--- src/rtl/tape_xfer_seq.sv ---
module tape_xfer_seq #(
  parameter int ADDR_W      = 6,
  parameter int START_TICKS = 40,
  parameter int BYTE_TICKS  = 15,
  parameter int GAP_TICKS   = 1000,
  parameter int MIN_REC     = 12
) (
  input  logic              clk,
  input  logic              rst_n,
  input  logic              start,
  input  logic              start_write,
  input  logic              stop_xfer,
  input  logic              dch_ack,
  input  logic [7:0]        host_wdata,
  input  logic [ADDR_W:0]   rec_len,
  input  logic              rec_mark,
  input  logic [7:0]        buf_rdata,
  output logic [ADDR_W-1:0] buf_addr,
  output logic              buf_we,
  output logic [7:0]        buf_wdata,
  output logic [7:0]        rd_byte,
  output logic              dch_flag,
  output logic              srq,
  output logic              busy,
  output logic              done_flag,
  output logic              rec_commit,
  output logic [ADDR_W:0]   commit_len,
  output logic              par_err,
  output logic              tim_err,
  output logic              eof,
  output logic              bot
);
  localparam int PW    = ADDR_W + 1;
  localparam int DEPTH = 1 << ADDR_W;
  localparam int TW    = $clog2(START_TICKS + BYTE_TICKS + GAP_TICKS + 1);

  typedef enum logic [1:0] {S_IDLE, S_DATA, S_GAP} phase_t;

  phase_t        phase;
  logic [TW-1:0] tmr;
  logic          wr_mode, first, dtf;
  logic [PW-1:0] ptr, len;

  wire go        = start && (phase == S_IDLE);
  wire svc       = (phase != S_IDLE) && (tmr == TW'(1));
  wire data_svc  = svc && (phase == S_DATA);
  wire rd_first  = data_svc && !wr_mode && first;
  wire rd_mark   = rd_first && rec_mark;
  wire rd_short  = rd_first && !rec_mark && (rec_len < PW'(MIN_REC));
  wire [PW-1:0] eff_len = first ? rec_len : len;
  wire rd_xfer   = data_svc && !wr_mode && !rd_mark && !rd_short && dtf && (ptr < eff_len);
  wire wr_full   = (ptr == PW'(DEPTH));
  wire wr_try    = data_svc && wr_mode && !first;
  wire flag_set  = rd_xfer || (data_svc && wr_mode && dtf);
  wire [PW-1:0] ptr_n = ptr + PW'(buf_we || rd_xfer);

  assign buf_we    = wr_try && !wr_full;
  assign buf_addr  = ptr[ADDR_W-1:0];
  assign buf_wdata = host_wdata;
  assign srq       = dch_flag;
  assign busy      = (phase != S_IDLE);

  always_ff @(posedge clk) begin
    if (!rst_n) begin
      phase      <= S_IDLE;
      tmr        <= '0;
      wr_mode    <= 1'b0;
      first      <= 1'b0;
      dtf        <= 1'b0;
      ptr        <= '0;
      len        <= '0;
      rd_byte    <= '0;
      dch_flag   <= 1'b0;
      done_flag  <= 1'b0;
      rec_commit <= 1'b0;
      commit_len <= '0;
      par_err    <= 1'b0;
      tim_err    <= 1'b0;
      eof        <= 1'b0;
      bot        <= 1'b1;
    end else begin
      rec_commit <= 1'b0;
      if (flag_set)     dch_flag <= 1'b1;
      else if (dch_ack) dch_flag <= 1'b0;
      if (stop_xfer) dtf <= 1'b0;
      if (go) begin
        phase     <= S_DATA;
        tmr       <= TW'(START_TICKS);
        wr_mode   <= start_write;
        first     <= 1'b1;
        dtf       <= 1'b1;
        ptr       <= '0;
        dch_flag  <= 1'b0;
        done_flag <= 1'b0;
        par_err   <= 1'b0;
        tim_err   <= 1'b0;
        eof       <= 1'b0;
      end else if (phase != S_IDLE) begin
        if (!svc) begin
          tmr <= tmr - TW'(1);
        end else if (phase == S_GAP) begin
          phase     <= S_IDLE;
          done_flag <= 1'b1;
        end else begin
          first <= 1'b0;
          ptr   <= ptr_n;
          if (first) len <= rec_len;
          if (wr_mode) begin
            if (!first) begin
              if (wr_full) par_err <= 1'b1;
              else         bot     <= 1'b0;
            end
            if (dtf) begin
              tmr <= TW'(BYTE_TICKS);
            end else begin
              if (ptr_n != '0) begin
                rec_commit <= 1'b1;
                commit_len <= ptr_n;
              end
              phase <= S_GAP;
              tmr   <= TW'(GAP_TICKS);
            end
          end else if (rd_short) begin
            par_err   <= 1'b1;
            phase     <= S_IDLE;
            done_flag <= 1'b1;
          end else if (rd_xfer) begin
            rd_byte <= buf_rdata;
            if (dch_flag) tim_err <= 1'b1;
            tmr <= TW'(BYTE_TICKS);
          end else begin
            if (rd_mark) eof <= 1'b1;
            phase <= S_GAP;
            tmr   <= TW'(GAP_TICKS);
          end
        end
      end
    end
  end


  ack_clears_flag_chk: assert property (@(posedge clk) disable iff (!rst_n)
    (dch_ack && !flag_set && !go) |=> !dch_flag);


  done_with_idle_chk: assert property (@(posedge clk) disable iff (!rst_n)
    $rose(done_flag) |-> $fell(busy));


  no_overflow_chk: assert property (@(posedge clk) disable iff (!rst_n)
    buf_we |-> (ptr < PW'(DEPTH)));


  first_slot_nostore_chk: assert property (@(posedge clk) disable iff (!rst_n)
    $rose(busy) |-> !buf_we);


  tim_only_read_chk: assert property (@(posedge clk) disable iff (!rst_n)
    $rose(tim_err) |-> (busy && !wr_mode));


  busy_start_ignored_chk: assert property (@(posedge clk) disable iff (!rst_n)
    (busy && start) |=> $stable(wr_mode));
endmodule

--- config.mk ---
export PLATFORM = sky130hd
export DESIGN_NAME = tape_xfer_seq
export DESIGN_NICKNAME = d
export VERILOG_FILES = /design/src/rtl/tape_xfer_seq.sv
export SDC_FILE = /design/constraint.sdc
export NUM_CORES = 1
export LEC_CHECK = 0
export ABC_AREA = 1
export BUFFER_PORTS_ARGS = -buffer_cell sky130_fd_sc_hd__buf_2
export CORE_UTILIZATION = 50
export CTS_BUF_LIST = sky130_fd_sc_hd__clkbuf_16
export DETAILED_ROUTE_END_ITERATION = 10
export GPL_TIMING_DRIVEN = 0
export HOLD_SLACK_MARGIN = 0.03
export PLACE_DENSITY = 0.75
export SLEW_MARGIN = 20
export SYNTH_ARGS = -nofsm -noshare
export SYNTH_HDL_FRONTEND = slang
export SYNTH_SLANG_ARGS = --single-unit
--- constraint.sdc ---
create_clock -name clk -period 4 [get_ports clk]
set_clock_uncertainty 0.2 [all_clocks]
set_input_delay 0.8 -clock clk [delete_from_list [all_inputs] [get_ports clk]]
set_output_delay 0.8 -clock clk [all_outputs]
set_load 0.01 [all_outputs]
==> results of run 1 <==
-- power by group --
group | switching (mW) | internal (mW)
Combinational | 0.115 | 0.0714
Sequential | 0.0138 | 0.530
Clock | 0.191 | 0.231
Total | 0.320 | 0.832
-- routing by layer --
| layer | vias up | routed length, um |
|---|---|---|
| met3 | 10 | 424 |
| met5 | - | 0 |
| met4 | 0 | 89 |
| met2 | 87 | 3083 |
| li1 | 1445 | - |
| met1 | 1261 | 3323 |
-- kinds of logic (layout without fill, tap and decap cells) --
group                      Yosys count  in the layout
DFF                                 52             52
AOI/OAI and AO/OA                   83             83
xor gates and xnor gates            10             10
adders and majority gates           10             10
and+or+nand+nor                    154            154
buffers and inverters               90            157
muxes                                5              5
-- cell type report --
cell class / instances / area (sq um)
Fill cell: 504 / 2059
Tap cell: 72 / 90.09
Inverter: 64 / 242.7
Sequential cell: 52 / 1041
Clock buffer: 5 / 125.1
Timing Repair Buffer: 59 / 295.3
Buffer: 26 / 197.7
Clock inverter: 3 / 20.02
Multi-Input combinational cell: 262 / 1570
-- Yosys cell counts, drive strengths merged --
library cell	count	share of area, %
a211oi	4	1.0
a21oi	41	6.8
and3	1	0.25
buf	23	6.0
clkbuf	3	0.37
clkinv	1	0.12
dfxtp	52	35
ha	10	4.2
inv	63	8.0
mux2i	5	1.7
nand2	73	11
nand3	13	2.7
nand3b	2	0.50
nand4	15	3.6
nor2	38	5.2
nor3	11	2.3
nor4	1	0.21
o211a	6	2.0
o211ai	2	0.67
o21a	1	0.25
o21ai	25	4.4
o21bai	1	0.63
o221ai	1	0.29
o31ai	1	0.25
o32ai	1	0.29
xnor2	3	0.88
xor2	7	2.0
-- flip-flops by register name, indices dropped and copies added (netlist names) --
name	count
rec_commit	1
tmr	11
tim_err	1
phase	2
dtf	1
first	1
wr_mode	1
ptr	7
done_flag	1
bot	1
eof	1
par_err	1
dch_flag	1
len	7
rd_byte	8
commit_len	7
-- metrics by stage --
step           instances  hold slack (ns)
2_1_floorplan        404           0.2363
3_3_place_gp         535           0.2297
3_5_place_dp         535           0.2339
4_1_cts              543           0.2485
5_1_grt              543           0.2685
6_report             543           0.2446
-- layout by cell type (no fill, tap or decap), types with 3 or more instances in the layout --
cell / Yosys / routed
a211oi_1: 4 / 4
nand2_2: 3 / 3
clkbuf_16: 0 / 5
mux2i_1: 5 / 4
a21oi_1: 41 / 41
nand2_1: 66 / 66
nor3_1: 8 / 7
buf_4: 15 / 15
dfxtp_1: 52 / 52
inv_2: 5 / 5
inv_1: 57 / 58
nand2_4: 3 / 3
clkbuf_1: 3 / 3
nor2_1: 36 / 36
ha_1: 10 / 9
buf_6: 2 / 3
o211a_1: 6 / 6
o21ai_0: 22 / 22
nand3_1: 10 / 10
xor2_1: 7 / 6
nor3_2: 3 / 4
nand4_1: 14 / 14
buf_2: 5 / 63
-- worst reg2reg max path, stage by stage, from the launching register on --
cell and delay (ns):
dfxtp_1 0.37, buf_6 0.19, mux2i_4 0.26, ha_1 0.26, a21oi_1 0.14, nand2_1 0.07, nand2_1 0.05, nand2_1 0.05
nand2_1 0.09, nand4_1 0.09, o21ai_0 0.11, ha_2 0.23, ha_1 0.21, nand3_1 0.13, nor2_1 0.12, nand2_1 0.10
xor2_2 0.17, inv_1 0.11, nand3_4 0.13, nand4_1 0.21, nand2_1 0.12, nand2_1 0.05, nor2_1 0.10
-- worst max-delay path by stage --
stage / endpoint / slack (ns) / depth (start not counted) / startpoint
floorplan: commit_len[2] / 0.67 / 20 / rec_len[2]
global placement: commit_len[2] / 0.15 / 21 / rec_len[2]
detailed placement: commit_len[4] / 0.08 / 21 / rec_len[2]
CTS: commit_len[1] / 0.26 / 22 / first
global route: commit_len[2] / -0.01 / 21 / first
finish: commit_len[1] / 0.38 / 22 / first
==> flow_summary.json, run 1 <==
{
  "post_synth_and_or_nand_nor_area_fraction_pct": 25.50,
  "synth-xor-area-share_pct": 2.917,
  "fin_util_pct": 63.50,
  "layout.nets": 510,
  "synth.distinct_cells": 42,
  "rows": 27,
  "crit_chain": "buf_6 > mux2i_4 > ha_1 > a21oi_1 > nand2_1 > nand2_1 > nand2_1 > nand2_1 > nand4_1 > o21ai_0 > ha_2 > ha_1 > nand3_1 > nor2_1 > nand2_1 > xor2_2 > inv_1 > nand3_4 > nand4_1 > nand2_1 > nand2_1 > nor2_1",
  "cts_sinks": 52,
  "start_kind": "register",
  "place_hpwl_um": 5200,
  "synth.area.mux_share_pct": 1.667,
  "cts_resized": 0,
  "diodes": 0,
  "setup_violations": 0,
  "synth_area_sq_um": 3003,
  "grt_max_degree": 17,
  "drive_gt1_share_pct": 25.69,
  "ff2ff_setup_slack_ns": 0.38,
  "cp.buffers_inverters": 2,
  "status": "finished, final reports clean",
  "cts_hold_buf": 0,
  "overflow": 0,
  "grt_pass1_wl_um": 11540,
  "via_count": 2803,
  "worst_slew_pin_slew_ns": 0.4948,
  "max_freq_ghz": 0.2765,
  "clockBufferDepth": 2,
  "power.density_nw_per_um2": 321.4,
  "drv_slew": 0,
  "grtUsageTotal_pct": 22.97,
  "root_buffer": "clkbuf_16",
  "setup_ws_ns": 0.3833,
  "grt_pass1_vias": 2543,
  "hold_viol": 0,
  "grtUsageMet2_pct": 36.15,
  "die_x_um": 79.50,
  "fin_tns_setup_ns": 0,
  "postPlaceCellArea_sq_um": 3388,
  "yosysWarnings": 0,
  "areaGrowthSynthToFinish_pct": 19.29,
  "syn_nets": 444,
  "critPathArrivalTime_ns": 3.65,
  "post-place-ws_ns": 0.07973,
  "tritoncts": "done",
  "fin_crit_sh_pct": 90.42,
  "clk-insertion-delay-late_ns": 0.29,
  "crit_top_cell": "nand2_1",
  "critPathMaxFanout": 10,
  "min_period_ns": 3.617,
  "r2r_end": "commit_len[1]",
  "io_buffers": 59,
  "coreArea_sq_um": 5642,
  "grt_use_met3_pct": 3.429,
  "htree_levels": 2,
  "critical-path-slowest-cell": "dfxtp_1",
  "wire_per_inst_um": 12.74,
  "synth_compound_area_share_pct": 16.63,
  "fp.dieH_um": 79.50,
  "worstSetupEndpointType": "register",
  "ys_seq_area_share_pct": 34.67,
  "drt_iter0_markers": 194,
  "initial_utilization_pct": 53.23,
  "synth-seq-cells": 52,
  "cpPeakStageDelay_ns": 0.37,
  "hold-path-endpoint": "rd_byte[6]",
  "ir_drop_mv": 0.2084,
  "synthAdderAreaFrac_pct": 4.167,
  "synth_top_family_by_area": "simple AND/OR/NAND/NOR gates",
  "cap_viol_max_count": 0,
  "worstHoldStart": "rd_byte[6]",
  "whs_path_depth": 2,
  "path_clk_slew_ns": 0.07,
  "crit_type": "register to register",
  "hold_class": "register to register",
  "busiest_layer": "met2",
  "p_leak_nw": 1.719,
  "drcViolationCount": 0,
  "avgSynthCellArea_sq_um": 7.433,
  "post_drt_via_cell_ratio": 5.162,
  "slew_headroom_pct": 67.01,
  "postCtsSetupBuffers": 0,
  "first_pass_iters": 4,
  "cp_top_family": "simple AND/OR/NAND/NOR gates",
  "critical_path_required_ns": 4.03,
  "rr_worst_depth": 22,
  "r2r-start": "first",
  "antenna_found_initial": 0,
  "drtAntennaViolNets": 0,
  "fp.dieArea_sq_um": 6319,
  "finalPower_mw": 1.151,
  "grt_use_met1_pct": 31.59,
  "synth_cells": 404,
  "cts_made_buffers": 5,
  "routabilityCongestion": 0.9182,
  "ios": 69,
  "wirelength_um": 6920,
  "fin_area_sq_um": 3582
}
(Power assumes the default switching activity.)
==> run 2: changes to the inputs <==
--- a/config.mk
+++ b/config.mk
@@ -13,6 +13,7 @@
 export GPL_TIMING_DRIVEN = 0
 export HOLD_SLACK_MARGIN = 0.03
 export PLACE_DENSITY = 0.75
+export RECOVER_POWER = 100
 export SLEW_MARGIN = 20
 export SYNTH_ARGS = -nofsm -noshare
 export SYNTH_HDL_FRONTEND = slang
==> run 2 against run 1 <==
Worst hold slack better by 0.0027 ns. Die area unchanged. Non-clock buffer count unchanged. Critical endpoint unchanged. Cell count did not move. Core utilization decreased by 2.2 points. Largest power group unchanged. Power down 0.56%. Setup slack improved by 0.046 ns. Clock power is essentially flat. First-iteration DRC count down 7.7%.
==> flow_summary.json, run 2 (synthesis results as in run 1) <==
{
  "status": "finished, final reports clean",
  "cp_top_family": "simple AND/OR/NAND/NOR gates",
  "grt_max_degree": 17,
  "hold_viol": 0,
  "coreArea_sq_um": 5642,
  "crit_chain": "buf_6 > mux2i_4 > ha_1 > a21oi_1 > nand2_1 > nand2_1 > nand2_1 > nand2_1 > nand4_1 > o21ai_0 > ha_2 > ha_1 > nand3_1 > nor2_1 > nand2_1 > xor2_2 > inv_1 > nand3_4 > nand4_1 > nand2_1 > nand2_1 > nor2_1",
  "max_freq_ghz": 0.2801,
  "layout_commonest_cell": "nand2_1",
  "place_hpwl_um": 5200,
  "slew_headroom_pct": 61.14,
  "cp-startpoint": "first",
  "min_period_ns": 3.571,
  "path_clk_slew_ns": 0.07,
  "routabilityCongestion": 0.9182,
  "cts_hold_buf": 0,
  "initial_utilization_pct": 53.23,
  "clockBufferDepth": 2,
  "htree_levels": 2,
  "fillCellCount": 535,
  "holdWs_ns": 0.2473,
  "hold_class": "register to register",
  "fin_tns_setup_ns": 0,
  "grtUsageTotal_pct": 22.97,
  "largest_reg_flops": 11,
  "place_inst": 535,
  "layout_common_cells": "69 x nand2_1, 58 x inv_1, 52 x dfxtp_1",
  "ff2ff_setup_slack_ns": 0.43,
  "worstSetupEndpointType": "register",
  "ir_drop_mv": 0.2095,
  "drcViolationCount": 0,
  "wirelength_um": 6907,
  "r2r-start": "first",
  "rr_worst_depth": 22,
  "grt_pass1_wl_um": 11540,
  "rsz0062_at_grt": "no",
  "drv_slew": 0,
  "wire_per_inst_um": 12.72,
  "cts_sinks": 52,
  "power.density_nw_per_um2": 331.3,
  "stdcell_count": 543,
  "via_count": 2798,
  "top_regs": "tmr x11, rd_byte x8",
  "critPathMaxFanout": 10,
  "crit_end": "commit_len[1]",
  "r2r_end": "commit_len[1]",
  "layout.nets": 510,
  "post_drt_via_cell_ratio": 5.153,
  "setup_violations": 0,
  "crit_top_cell": "nand2_1",
  "multi_input_area_sq_um": 1520,
  "critPathArrivalTime_ns": 3.60,
  "first_pass_iters": 4,
  "cts_resized": 0,
  "finalPower_mw": 1.145,
  "io_buffers": 59,
  "cts_made_buffers": 5,
  "antenna_found_initial": 0,
  "critical-path-slowest-cell": "dfxtp_1",
  "cap_viol_max_count": 0,
  "post-place-ws_ns": 0.07973,
  "root_buffer": "clkbuf_16",
  "setup_ws_ns": 0.4295,
  "diodes": 0,
  "regArea_sq_um": 1041,
  "postPlaceCellArea_sq_um": 3388,
  "cp.buffers_inverters": 2,
  "postCtsSetupBuffers": 0,
  "fin_crit_sh_pct": 89.26,
  "fin_area_sq_um": 3456,
  "critical_path_required_ns": 4.03,
  "rows": 27,
  "drt_iter0_markers": 179,
  "grt_pass1_vias": 2543,
  "fp.dieArea_sq_um": 6319,
  "overflow": 0,
  "worst_slew_pin_slew_ns": 0.5829,
  "start_kind": "register",
  "areaGrowthSynthToFinish_pct": 15.08,
  "cpPeakStageDelay_ns": 0.36,
  "drtAntennaViolNets": 0,
  "ios": 69,
  "clk-insertion-delay-late_ns": 0.29,
  "p_leak_nw": 1.550,
  "die_x_um": 79.50,
  "drive_gt1_share_pct": 15.71,
  "crit_type": "register to register",
  "fin_util_pct": 61.26,
  "cp.depth": 22,
  "fp.dieH_um": 79.50,
  "regMostFlops": "tmr",
  "tritoncts": "done"
}
-- run 2: cell type report --
cell class | instances | share of cell area (%)
buffer | 26 | 4.707
inverter | 64 | 6.988
multi-input combinational | 262 | 43.99
clock buffer | 5 | 3.621
tap | 72 | 2.607
clock inverter | 3 | 0.5793
timing repair buffer | 59 | 7.386
sequential | 52 | 30.12
-- run 2: worst min-delay path, delay by kind of cell (launching register included) --
kind                   cells  cell delay (ns)
AOI/OAI and AO/OA          1             0.05
buffers and inverters      1             0.04
DFF                        1             0.31
-- run 2: worst min path at each step --
stage                          start    endpoint  cells past startpoint
after floorplan               len[0]      len[0]                      2
after global placement    rd_byte[6]  rd_byte[6]                      2
after detailed placement  rd_byte[6]  rd_byte[6]                      2
after CTS                 rd_byte[5]  rd_byte[5]                      2
after global routing      rd_byte[4]  rd_byte[4]                      2
final                     rd_byte[6]  rd_byte[6]                      2
-- run 2: layer usage --
layer  GRT usage, %  routed length, um
met1          31.59               3267
met5              0                  0
met3          3.429                496
met2          36.15               3046
met4          8.364                 96
-- run 2: power by group --
part           switching (mW)  leakage, nW  internal, mW
Combinational           0.113         1.06        0.0683
Clock                   0.190       0.0712         0.231
Sequential             0.0137        0.421         0.530
Total                   0.316         1.55         0.829
==> run 3: changes to the inputs <==
--- a/config.mk
+++ b/config.mk
@@ -7,12 +7,11 @@
 export LEC_CHECK = 0
 export ABC_AREA = 1
 export BUFFER_PORTS_ARGS = -buffer_cell sky130_fd_sc_hd__buf_2
-export CORE_UTILIZATION = 50
+export CORE_UTILIZATION = 40
 export CTS_BUF_LIST = sky130_fd_sc_hd__clkbuf_16
 export DETAILED_ROUTE_END_ITERATION = 10
 export GPL_TIMING_DRIVEN = 0
 export HOLD_SLACK_MARGIN = 0.03
-export PLACE_DENSITY = 0.75
 export RECOVER_POWER = 100
 export SLEW_MARGIN = 20
 export SYNTH_ARGS = -nofsm -noshare
==> run 3 against run 2 <==
Flip-flop and latch count stayed put. Clock power is 4.8% higher. Worst hold slack worse by 0.0010 ns. Largest cell class unchanged.
==> flow_summary.json, run 3 (synthesis results as in run 1) <==
{
  "status": "finished, final reports clean",
  "wirelength_um": 7320,
  "fin_crit_sh_pct": 90.82,
  "diodes": 0,
  "hold_class": "register to register",
  "regMostFlops": "tmr",
  "hold_viol": 0,
  "first_pass_iters": 4,
  "ios": 69,
  "post_drt_via_cell_ratio": 4.865,
  "finalPower_mw": 1.163,
  "worst_slew_pin_slew_ns": 0.5990,
  "rsz0062_at_grt": "no",
  "root_buffer": "clkbuf_16",
  "fin_tns_setup_ns": 0,
  "fp.dieH_um": 88.65,
  "die_x_um": 88.65,
  "wire_per_inst_um": 12.84,
  "fp.dieArea_sq_um": 7858,
  "fin_area_sq_um": 3466,
  "worstSetupEndpointType": "register",
  "routabilityCongestion": 0.8879,
  "drt_iter0_markers": 163,
  "cts_made_buffers": 5,
  "largest_reg_flops": 11,
  "cts_hold_buf": 0,
  "antenna_found_initial": 0,
  "coreArea_sq_um": 7253,
  "areaGrowthSynthToFinish_pct": 15.42,
  "setup_violations": 0,
  "io_buffers": 59,
  "cap_viol_max_count": 0,
  "start_kind": "register",
  "critical_path_required_ns": 3.99,
  "initial_utilization_pct": 41.40,
  "drcViolationCount": 0,
  "htree_levels": 2,
  "grt_pass1_wl_um": 12160,
  "tritoncts": "done",
  "grtUsageTotal_pct": 20.08,
  "clockBufferDepth": 2,
  "power.density_nw_per_um2": 335.6,
  "drtAntennaViolNets": 0,
  "layout_common_cells": "69 x nand2_1, 58 x inv_1, 52 x dfxtp_1",
  "postCtsSetupBuffers": 0,
  "cts_resized": 0,
  "rows": 31,
  "overflow": 0,
  "top_regs": "tmr x11, rd_byte x8",
  "min_period_ns": 3.633,
  "p_leak_nw": 1.548,
  "layout.nets": 510,
  "grt_max_degree": 18,
  "grt_pass1_vias": 2536,
  "slew_headroom_pct": 60.07,
  "crit_type": "register to register",
  "cts_sinks": 52,
  "place_hpwl_um": 5683,
  "via_count": 2773,
  "clk-insertion-delay-late_ns": 0.29,
  "drive_gt1_share_pct": 14.65,
  "layout_commonest_cell": "nand2_1",
  "path_clk_slew_ns": 0.07,
  "critPathMaxFanout": 8,
  "postPlaceCellArea_sq_um": 3422,
  "critPathArrivalTime_ns": 3.62,
  "max_freq_ghz": 0.2753,
  "ir_drop_mv": 0.1501,
  "drv_slew": 0
}
run 3: routing by layer:
metal  GRT usage, %  part of all wire [%]  vias to the layer above
li1               -                     -                     1445
met1          28.00                    50                     1250
met2          30.98                    43                       74
met3          4.851                   5.8                        4
met4          5.279                  0.63                        0
met5              0                     0                        -
run 3: worst paths after layout:
kind	start	slack, ns	cells after the start	endpoint
hold / removal	rd_byte[0]	0.25	2	rd_byte[0]
setup reg to reg	phase[0]	0.37	21	commit_len[0]
setup / recovery	phase[0]	0.37	21	commit_len[0]
hold reg to reg	rd_byte[0]	0.25	2	rd_byte[0]
run 3: area by class of cell:
type / count / area, sq um
plain buffers: 26 / 162.7
inverters: 64 / 241.5
clock buffers: 5 / 125.1
clock inverters: 3 / 21.27
repair buffers: 59 / 254.0
flip-flops and latches: 52 / 1041
multi-input cells: 262 / 1496
well taps: 99 / 123.9
fillers: 783 / 3787
run 3: power by group:
part,switching [mW],internal [mW],leakage (nW)
Clock,0.206,0.235,0.0722
Sequential,0.0140,0.529,0.421
Combinational,0.111,0.0674,1.05
run 3: worst max-delay path: stages, from the launching register on:
cell	delay, ns
dfxtp_1	0.46
inv_2	0.12
nand2_8	0.11
inv_2	0.04
nor3_1	0.18
nand2_1	0.20
nor2_1	0.13
nand2_1	0.07
nor2_1	0.15
nand2_1	0.09
nand4_1	0.08
o21ai_0	0.09
ha_1	0.21
ha_1	0.21
xnor2_1	0.29
nand2_1	0.11
nor3_2	0.25
nand3_4	0.15
nand4_1	0.19
nand2_1	0.07
nand2_1	0.06
nor2_1	0.05
run 3: metrics by stage:
stage / cells / util, % / setup slack, ns / hold slack, ns
4_1_cts: 570 / 49.20 / 0.2096 / 0.2492
2_1_floorplan: 404 / - / 0.6657 / 0.2363
3_3_place_gp: 562 / 47.18 / 0.1144 / 0.2310
6_report: 570 / 47.78 / 0.3672 / 0.2463
5_1_grt: 570 / 47.78 / 0.04128 / 0.2688
3_5_place_dp: 562 / 47.18 / 0.04145 / 0.2374
